$ cat src/rtl/pin_irq_pkg.sv
package pin_irq_pkg;
  localparam int ADDR_W = 2;

  typedef enum logic [ADDR_W-1:0] {
    REG_ENABLE   = 2'd0,
    REG_POLARITY = 2'd1,
    REG_FLAGCLR  = 2'd2,
    REG_SPARE    = 2'd3
  } regSel_e;

  typedef struct packed {
    logic loadEnable;
    logic loadPolarity;
    logic clearFlags;
  } ctrlStrobe_t;
endpackage

$ cat src/rtl/pin_irq_filter.sv
module pin_irq_filter #(
  parameter int RUN = 4
) (
  input  logic clk,
  input  logic rstN,
  input  logic levelIn,
  input  logic polarity,
  input  logic restart,
  input  logic sampleEn,
  output logic edgeHit,
  output logic needSample
);
  localparam int CNT_W = $clog2(RUN + 1);
  localparam logic [CNT_W-1:0] FULL = CNT_W'(RUN);
  localparam logic [CNT_W-1:0] LAST = CNT_W'(RUN - 1);
  localparam logic [CNT_W-1:0] ONE  = CNT_W'(1);

  logic             phase;
  logic [CNT_W-1:0] cnt;
  logic             nPhase;
  logic [CNT_W-1:0] nCnt;
  logic             active;

  assign active = polarity ? levelIn : ~levelIn;

  always_comb begin
    nPhase  = phase;
    nCnt    = cnt;
    edgeHit = 1'b0;
    if (restart) begin
      nPhase = 1'b0;
      nCnt   = '0;
    end else if (sampleEn) begin
      if (!phase) begin
        if (!active) begin
          if (cnt != FULL) nCnt = cnt + ONE;
        end else if (cnt == FULL) begin
          nPhase = 1'b1;
          nCnt   = ONE;
        end else begin
          nCnt = '0;
        end
      end else begin
        if (active) begin
          if (cnt == LAST) begin
            edgeHit = 1'b1;
            nCnt    = FULL;
          end else if (cnt != FULL) begin
            nCnt = cnt + ONE;
          end
        end else if (cnt == FULL) begin
          nPhase = 1'b0;
          nCnt   = ONE;
        end else begin
          nPhase = 1'b0;
          nCnt   = '0;
        end
      end
    end
  end

  always_ff @(posedge clk or negedge rstN) begin
    if (!rstN) begin
      phase <= 1'b0;
      cnt   <= '0;
    end else begin
      phase <= nPhase;
      cnt   <= nCnt;
    end
  end

  assign needSample = (cnt != FULL) || (active != phase);


  cnt_sat_chk: assert property (@(posedge clk) disable iff (!rstN) cnt <= FULL);


  restart_home_chk: assert property (@(posedge clk) disable iff (!rstN)
    restart |=> (cnt == '0 && !phase));
endmodule

$ cat src/rtl/pin_irq_ctrl.sv
module pin_irq_ctrl
  import pin_irq_pkg::*;
(
  input  logic              clk,
  input  logic              rstN,
  input  logic              wrEn,
  input  logic [ADDR_W-1:0] wrAddr,
  output ctrlStrobe_t       strobe
);
  always_comb begin
    strobe = '0;
    if (wrEn) begin
      case (wrAddr)
        REG_ENABLE:   strobe.loadEnable   = 1'b1;
        REG_POLARITY: strobe.loadPolarity = 1'b1;
        REG_FLAGCLR:  strobe.clearFlags   = 1'b1;
        default:      strobe = '0;
      endcase
    end
  end


  strobe_onehot_chk: assert property (@(posedge clk) disable iff (!rstN)
    $onehot0({strobe.loadEnable, strobe.loadPolarity, strobe.clearFlags}));


  idle_quiet_chk: assert property (@(posedge clk) disable iff (!rstN)
    !wrEn |-> (strobe == '0));
endmodule

$ cat src/rtl/pin_irq_datapath.sv
module pin_irq_datapath
  import pin_irq_pkg::*;
#(
  parameter int NPINS = 8,
  parameter int RUN   = 4
) (
  input  logic             clk,
  input  logic             rstN,
  input  logic [NPINS-1:0] pinIn,
  input  logic             sampleEn,
  input  ctrlStrobe_t      strobe,
  input  logic [NPINS-1:0] wrData,
  output logic [NPINS-1:0] flags,
  output logic             irqReq,
  output logic             sampleReq
);
  logic [NPINS-1:0] syncA, syncB;
  logic [NPINS-1:0] enReg, polReg, flagReg;
  logic [NPINS-1:0] polChange, clrMask, edgeVec, needVec;

  always_ff @(posedge clk or negedge rstN) begin
    if (!rstN) begin
      syncA <= '0;
      syncB <= '0;
    end else begin
      syncA <= pinIn;
      syncB <= syncA;
    end
  end

  assign polChange = strobe.loadPolarity ? (wrData ^ polReg) : '0;
  assign clrMask   = strobe.clearFlags ? wrData : '0;

  always_ff @(posedge clk or negedge rstN) begin
    if (!rstN) begin
      enReg   <= '0;
      polReg  <= '0;
      flagReg <= '0;
    end else begin
      if (strobe.loadEnable)   enReg  <= wrData;
      if (strobe.loadPolarity) polReg <= wrData;
      flagReg <= (flagReg & ~clrMask) | edgeVec;
    end
  end

  for (genvar i = 0; i < NPINS; i++) begin : g_pin
    pin_irq_filter #(.RUN(RUN)) u_filter (
      .clk       (clk),
      .rstN      (rstN),
      .levelIn   (syncB[i]),
      .polarity  (polReg[i]),
      .restart   (polChange[i]),
      .sampleEn  (sampleEn),
      .edgeHit   (edgeVec[i]),
      .needSample(needVec[i])
    );


    flag_rise_chk: assert property (@(posedge clk) disable iff (!rstN)
      $rose(flagReg[i]) |-> $past(sampleEn));


    flag_fall_chk: assert property (@(posedge clk) disable iff (!rstN)
      $fell(flagReg[i]) |-> $past(strobe.clearFlags && wrData[i]));
  end

  assign flags     = flagReg;
  assign irqReq    = |(flagReg & enReg);
  assign sampleReq = |(enReg & ~flagReg & needVec);


  req_gate_chk: assert property (@(posedge clk) disable iff (!rstN)
    sampleReq |-> (|(enReg & ~flagReg)));
endmodule

$ cat src/rtl/pin_irq_port.sv
module pin_irq_port
  import pin_irq_pkg::*;
#(
  parameter int NPINS = 8,
  parameter int RUN   = 4
) (
  input  logic              clk,
  input  logic              rstN,
  input  logic [NPINS-1:0]  pinIn,
  input  logic              sampleEn,
  input  logic              wrEn,
  input  logic [ADDR_W-1:0] wrAddr,
  input  logic [NPINS-1:0]  wrData,
  output logic [NPINS-1:0]  pinFlags,
  output logic              irqReq,
  output logic              sampleReq
);
  ctrlStrobe_t strobe;

  pin_irq_ctrl u_ctrl (
    .clk   (clk),
    .rstN  (rstN),
    .wrEn  (wrEn),
    .wrAddr(wrAddr),
    .strobe(strobe)
  );

  pin_irq_datapath #(.NPINS(NPINS), .RUN(RUN)) u_dp (
    .clk      (clk),
    .rstN     (rstN),
    .pinIn    (pinIn),
    .sampleEn (sampleEn),
    .strobe   (strobe),
    .wrData   (wrData),
    .flags    (pinFlags),
    .irqReq   (irqReq),
    .sampleReq(sampleReq)
  );
endmodule

$ cat config.mk
export PLATFORM = sky130hd
export DESIGN_NAME = pin_irq_port
export DESIGN_NICKNAME = d
export VERILOG_FILES = /design/src/rtl/pin_irq_pkg.sv /design/src/rtl/pin_irq_filter.sv /design/src/rtl/pin_irq_ctrl.sv /design/src/rtl/pin_irq_datapath.sv /design/src/rtl/pin_irq_port.sv
export SDC_FILE = /design/constraint.sdc
export NUM_CORES = 1
export LEC_CHECK = 0
export BUFFER_PORTS_ARGS = -buffer_cell sky130_fd_sc_hd__buf_2
export CORE_UTILIZATION = 38
export DETAILED_ROUTE_END_ITERATION = 12
export SYNTH_ARGS = -nofsm -noshare
export SYNTH_HDL_FRONTEND = slang
export SYNTH_SLANG_ARGS = --single-unit
$ cat constraint.sdc
create_clock -name clk -period 2.5 [get_ports clk]
set_input_delay 0.5 -clock clk [delete_from_list [all_inputs] [get_ports clk]]
set_output_delay 0.5 -clock clk [all_outputs]
set_load 0.01 [all_outputs]
==> results of run 1 <==
## power breakdown
part / internal, mW / leakage [nW] / switching, mW / total [mW]
Clock: 0.350 / 0.0789 / 0.430 / 0.780
Sequential: 1.44 / 0.916 / 0.271 / 1.71
Combinational: 0.754 / 1.14 / 0.750 / 1.50
Total: 2.55 / 2.13 / 1.45 / 4.00
## synthesized netlist by cell type (all sizes together), types with 4 or more instances
| library cell | number |
|---|---|
| a21oi | 25 |
| a22o | 4 |
| a22oi | 4 |
| a31oi | 7 |
| a32o | 5 |
| and3 | 6 |
| clkbuf | 12 |
| dfrtp | 72 |
| ha | 24 |
| inv | 28 |
| mux2 | 6 |
| nand2 | 73 |
| nand3 | 9 |
| nand3b | 4 |
| nand4 | 9 |
| nor2 | 26 |
| nor2b | 4 |
| nor3 | 4 |
| o21ai | 22 |
| xnor2 | 15 |
| xnor3 | 4 |
| xor2 | 5 |
## what timing repair did
action | in CTS | in global routing
endpoints found under the setup margin | 1 | 1
pin swaps | 2 | 2
setup buffers | 6 | 2
resized for setup | 1 | 10
endpoints found under the hold margin | 0 | 0
## layer usage
metal,up-vias,global-route usage (%),share of wire (%)
li1,1510,-,-
met1,1492,23.4,47
met2,61,27.4,47
met3,8,4.41,4.4
met4,0,4.69,1.2
met5,-,0,0
## critical path: cells and delay by family, from the launching register on
family	cells	cell delay [ns]
flops	1	0.42
compound gates	2	0.30
xor+xnor	1	0.41
buf+inv	1	0.14
simple gates	1	0.53
## state kept, by name, summed over array words and instances (netlist names)
name	cells
u_dp.g_pin.u_filter.cnt	24
u_dp.enReg	8
u_dp.flags	8
u_dp.g_pin.u_filter.phase	8
u_dp.polReg	8
u_dp.syncA	8
u_dp.syncB	8
## cells by family after synthesis
kind of cell	after synthesis	synth area share (%)
compound gates	89	14.6
xor+xnor	27	8.60
fa+ha+maj	24	7.62
buf+inv	40	3.81
flops	72	45.7
mux	8	2.22
simple gates	147	17.4
## worst max-delay path by stage
stage,from,end,slack (ns),cells past startpoint
CTS,u_dp.syncB[0],sampleReq,-0.16,5
floorplan,u_dp.g_pin[0].u_filter.phase,sampleReq,0.36,4
finish,u_dp.g_pin[0].u_filter.phase,sampleReq,-0.14,5
detailed placement,u_dp.g_pin[4].u_filter.phase,sampleReq,0.16,5
global route,u_dp.g_pin[0].u_filter.phase,sampleReq,-0.20,5
global placement,u_dp.g_pin[7].u_filter.phase,sampleReq,0.17,5
## area by class of cell
| type | count | area, um^2 |
|---|---|---|
| Multi-Input combinational cell | 295 | 2000 |
| Clock buffer | 11 | 131 |
| Tap cell | 133 | 166 |
| Inverter | 28 | 105 |
| Fill cell | 975 | 5400 |
| Sequential cell | 72 | 1800 |
| Clock inverter | 4 | 22.5 |
| Timing Repair Buffer | 46 | 277 |
## cells in the final DEF (no fill, tap or decap), types with 3 or more instances in the layout
master	n
a211o_1	3
a21oi_1	25
a22o_1	4
a22oi_1	4
a31oi_1	7
a32o_1	5
and3_1	6
and3b_1	3
buf_2	29
buf_4	16
clkbuf_8	9
clkinv_2	3
dfrtp_1	70
ha_1	24
inv_1	27
mux2_2	6
nand2_1	72
nand3_1	9
nand3b_1	4
nand4_1	9
nor2_1	26
nor2b_1	4
nor3_1	4
o21ai_0	19
o21ai_1	3
xnor2_1	14
xnor3_1	4
xor2_1	5
## stage by stage
step	instance area, um^2	util, %	total power [mW]	std cells
after floorplan	3940	-	2.76	407
after global routing	4510	45.5	4.33	589
final	4510	45.5	4.00	589
after global placement	4270	43.1	3.10	566
after detailed placement	4270	43.1	3.14	566
after CTS	4470	45.1	3.99	587
==> flow_summary.ini, run 1 <==
[critical_path]
critPathKind = flip-flop to output port
rr_worst_depth = 5
worst_setup_path_end_kind = output port
reg2reg_from = u_dp.g_pin[0].u_filter.phase
crit_chain = xor3_2, a311oi_1, a31o_1, or4_4, buf_6
cp_slowest_cell = or4_4
crit_arrival_ns = 2.14
cp_max_fo = 4
r2r_slack_ns = 0.93
cp.required_ns = 2.00
r2r_end = u_dp.g_pin[0].u_filter.cnt[0]
cp_slowest_stage_delay_ns = 0.53
critPathLaunchType = flip-flop

[power_and_ir_drop]
power_density_nw_per_um2 = 886
ir_drop_mv = 0.324
p_leak_nw = 2.13

[timing]
finalSetupViolCount = 1
worstMarginPinSlew_ns = 0.459
maxSlewViolCount = 0
fin_tns_setup_ns = -0.143
min_period_over_period_pct = 106
hold_violations = 0
skew_ns = 0.0126
whs_ns = 0.0894
rsz0062_at_grt = true
fmax_mhz = 378
slew_headroom_pct = 69.4
min_period_ns = 2.64
setup_slack_ns = -0.143

[detailed_routing]
drt_iter0_drc = 102
routedWlPerCell_um = 14.6
drt-pass1-iter-count = 4
final_antenna_net_count = 0
drc_errors = 0
dr_total_vias = 3071
vias_per_cell = 5.21
routed_wl_um = 8600

[clocking]
cts_made_buffers = 9
hold_buffers = 0
htreeDepth = 3
root_buffer = clkbuf_8
ctsLongestPathBuffers = 2
cts_tree = built
insertion_delay_ns = 0.35
clk_pin_slew_ns = 0.08
cts_sinks = 72

[yosys]
synth_top_area_share_pct = 45.7
synth.area.top_cells = dfrtp_1, ha_1, nand2_1
avgSynthCellArea_um2 = 9.68
ys_seq_area_share_pct = 45.7
yosys_warnings = 0
synthFlopType = dfrtp_1
synth_area_um2 = 3940
syn-num-nets = 453
postSynth.asyncResetShare_pct = 100
ys_types = 46
synth_top_area_cell = dfrtp_1
synthCells = 407
synth-edff-count = 0
ys_ff_latch = 72

[global_routing]
antenna_found_initial = 0
grt.total_usage_pct = 17.3
grt_pass1_wl_um = 14900
grt_overflow = 0
grt_start_max_net_pins = 39
first_global_vias = 3067

[floorplanning]
core_um2 = 9910
die-width_um = 104
initial_core_util_pct = 39.8
rows = 36
die_area_um2 = 10800
fp.dieH_um = 104
pin_count = 32

[place]
dp_hpwl_um = 5930
post-place-ws_ns = 0.163
gp_routability_congestion = 0.815
io_buffer_count = 31

[layout]
drive_gt1_share_pct = 16.9
diodes = 0
area_delta_synth_final_pct = 14.4
nets = 498

[run]
max_cap_violations = 0

[run_status]
violations = setup timing
status = finished with violations

[min_path]
hold_path_class = input port to asynchronous set/reset pin
Power figures use the tool's default switching activity.
==> inputs of run 2 (changes only) <==
--- a/config.mk
+++ b/config.mk
@@ -5,9 +5,9 @@
 export SDC_FILE = /design/constraint.sdc
 export NUM_CORES = 1
 export LEC_CHECK = 0
-export BUFFER_PORTS_ARGS = -buffer_cell sky130_fd_sc_hd__buf_2
-export CORE_UTILIZATION = 38
+export CORE_UTILIZATION = 45
 export DETAILED_ROUTE_END_ITERATION = 12
+export DONT_BUFFER_PORTS = 1
 export SYNTH_ARGS = -nofsm -noshare
 export SYNTH_HDL_FRONTEND = slang
 export SYNTH_SLANG_ARGS = --single-unit
==> run 2 against run 1 <==
The run still ends with setup timing left. Largest power group unchanged. Wire length shrank 0.57%. Flip-flop and latch count unchanged. Final area decreased by 2.1%. Register-to-register slack worse by 0.02 ns.
==> flow_summary.ini, run 2 (synthesis results as in run 1) <==
[run_status]
status = finished with violations
violations = setup timing

[floorplanning]
rows = 33
die-width_um = 95.6
initial_core_util_pct = 47.3
core_um2 = 8340
pin_count = 32
die_area_um2 = 9140
fp.dieH_um = 95.6

[min_path]
hold_path_class = input port to asynchronous set/reset pin

[global_routing]
first_global_vias = 2918
antenna_found_initial = 0
grt.total_usage_pct = 20.5
grt_pass1_wl_um = 14100
grt_overflow = 0
grt_start_max_net_pins = 73

[place]
dp_hpwl_um = 5790
post-place-ws_ns = 0.239
io_buffer_count = 0
gp_routability_congestion = 0.821
place_area_um2 = 4050

[timing]
rsz0062_at_grt = true
min_period_ns = 2.50
slew_headroom_pct = 56.4
min_period_over_period_pct = 100
fin_tns_setup_ns = -0.00297
finalSetupViolCount = 1
skew_ns = 0.0105
worstMarginPinSlew_ns = 0.654
fmax_mhz = 400
setup_slack_ns = -0.00297
maxSlewViolCount = 0
hold_violations = 0

[critical_path]
cpLargestDelayFamily = simple AND/OR/NAND/NOR gates
critPathKind = flip-flop to output port
crit_arrival_ns = 2.00
rr_worst_depth = 6
worst_setup_path_end_kind = output port
cp_slowest_cell = or4_4
crit_chain = xor3_2, a311oi_1, a31o_1, or4_4
critPathLaunchType = flip-flop
r2r_slack_ns = 0.91
cp.required_ns = 2.00
cp_slowest_stage_delay_ns = 0.56
cp_max_fo = 2
path_buf_inv = 0
r2r_end = u_dp.g_pin[1].u_filter.cnt[0]
reg2reg_from = u_dp.g_pin[1].u_filter.cnt[0]

[layout]
area_delta_synth_final_pct = 12.1
final_common_cell = nand2_1
regMostFlops = u_dp.g_pin.u_filter.cnt
largest_reg_flops = 24
drive_gt1_share_pct = 10.6
nets = 466
diodes = 0
stdcell_area_um2 = 4420
layout_common_cells = nand2_1, dfrtp_1, inv_1

[detailed_routing]
vias_per_cell = 5.57
dr_total_vias = 2951
drc_errors = 0
final_antenna_net_count = 0
routed_wl_um = 8560
drt-pass1-iter-count = 4
drt_iter0_drc = 94
routedWlPerCell_um = 16.1

[clocking]
cts_made_buffers = 9
root_buffer = clkbuf_8
ctsLongestPathBuffers = 2
insertion_delay_ns = 0.35
cts_sinks = 72
clk_pin_slew_ns = 0.07
htreeDepth = 3
cts_tree = built

[power_and_ir_drop]
ir_drop_mv = 0.338
p_leak_nw = 2.05
power_density_nw_per_um2 = 969

[run]
max_cap_violations = 0
[run 2: changes by cell type in the layout (fill, tap and decap cells not counted), sizes merged]
cell,before,now
buf,46,14
bufinv,0,3
clkinv,3,2
clkinvlp,1,0
[run 2: per-stage QoR]
step	total power, mW	utilization (%)	cells	hold WS (ns)
2_1_floorplan	2.76	-	407	0.204
3_3_place_gp	3.01	48.6	503	0.207
3_5_place_dp	3.05	48.6	503	0.206
4_1_cts	4.30	52.8	528	0.0358
5_1_grt	4.61	53.0	530	0.0470
6_report	4.28	53.0	530	0.0398
[run 2: final cells by class]
cell class | instances | area (um^2)
Timing Repair Buffer | 14 | 125
Fill cell | 766 | 3920
Clock inverter | 5 | 104
Sequential cell | 72 | 1800
Inverter | 28 | 105
Tap cell | 105 | 131
Clock buffer | 11 | 141
Multi-Input combinational cell | 295 | 2010
[run 2: timing repair]
item | 4_1_cts | 5_1_grt
pin swaps | 3 | 0
hold buffers | 1 | 0
resized for setup | 6 | 1
endpoints found under the setup margin | 1 | 1
hold endpoints to repair | 72 | 0
setup buffers | 8 | 2
[run 2: worst reg2reg max path, cell delays in order, from the launching register on]
cell,delay [ns]
dfrtp_1,0.43
ha_1,0.22
ha_1,0.21
a221o_1,0.31
mux2i_1,0.14
nand2_1,0.08
a21oi_1,0.14
[run 2: worst max-delay path by stage]
stage / to / cells past startpoint / start
6_report: sampleReq / 4 / u_dp.syncB[0]
3_3_place_gp: sampleReq / 4 / u_dp.g_pin[3].u_filter.phase
5_1_grt: sampleReq / 6 / u_dp.g_pin[4].u_filter.cnt[0]
2_1_floorplan: sampleReq / 4 / u_dp.g_pin[0].u_filter.phase
4_1_cts: sampleReq / 4 / u_dp.syncB[0]
3_5_place_dp: sampleReq / 4 / u_dp.g_pin[3].u_filter.phase
[run 2: report_power, final]
| part | switching, mW | total [mW] | internal, mW |
|---|---|---|---|
| Sequential | 0.271 | 1.71 | 1.44 |
| Clock | 0.430 | 1.12 | 0.691 |
| Combinational | 0.722 | 1.45 | 0.727 |
[run 2: per-layer routing]
metal	GRT usage, %	vias up	wire, um
met2	32.0	63	3970
met1	27.8	1433	4090
met3	6.30	4	446
met4	5.35	0	51
li1	-	1451	-
met5	0	-	0
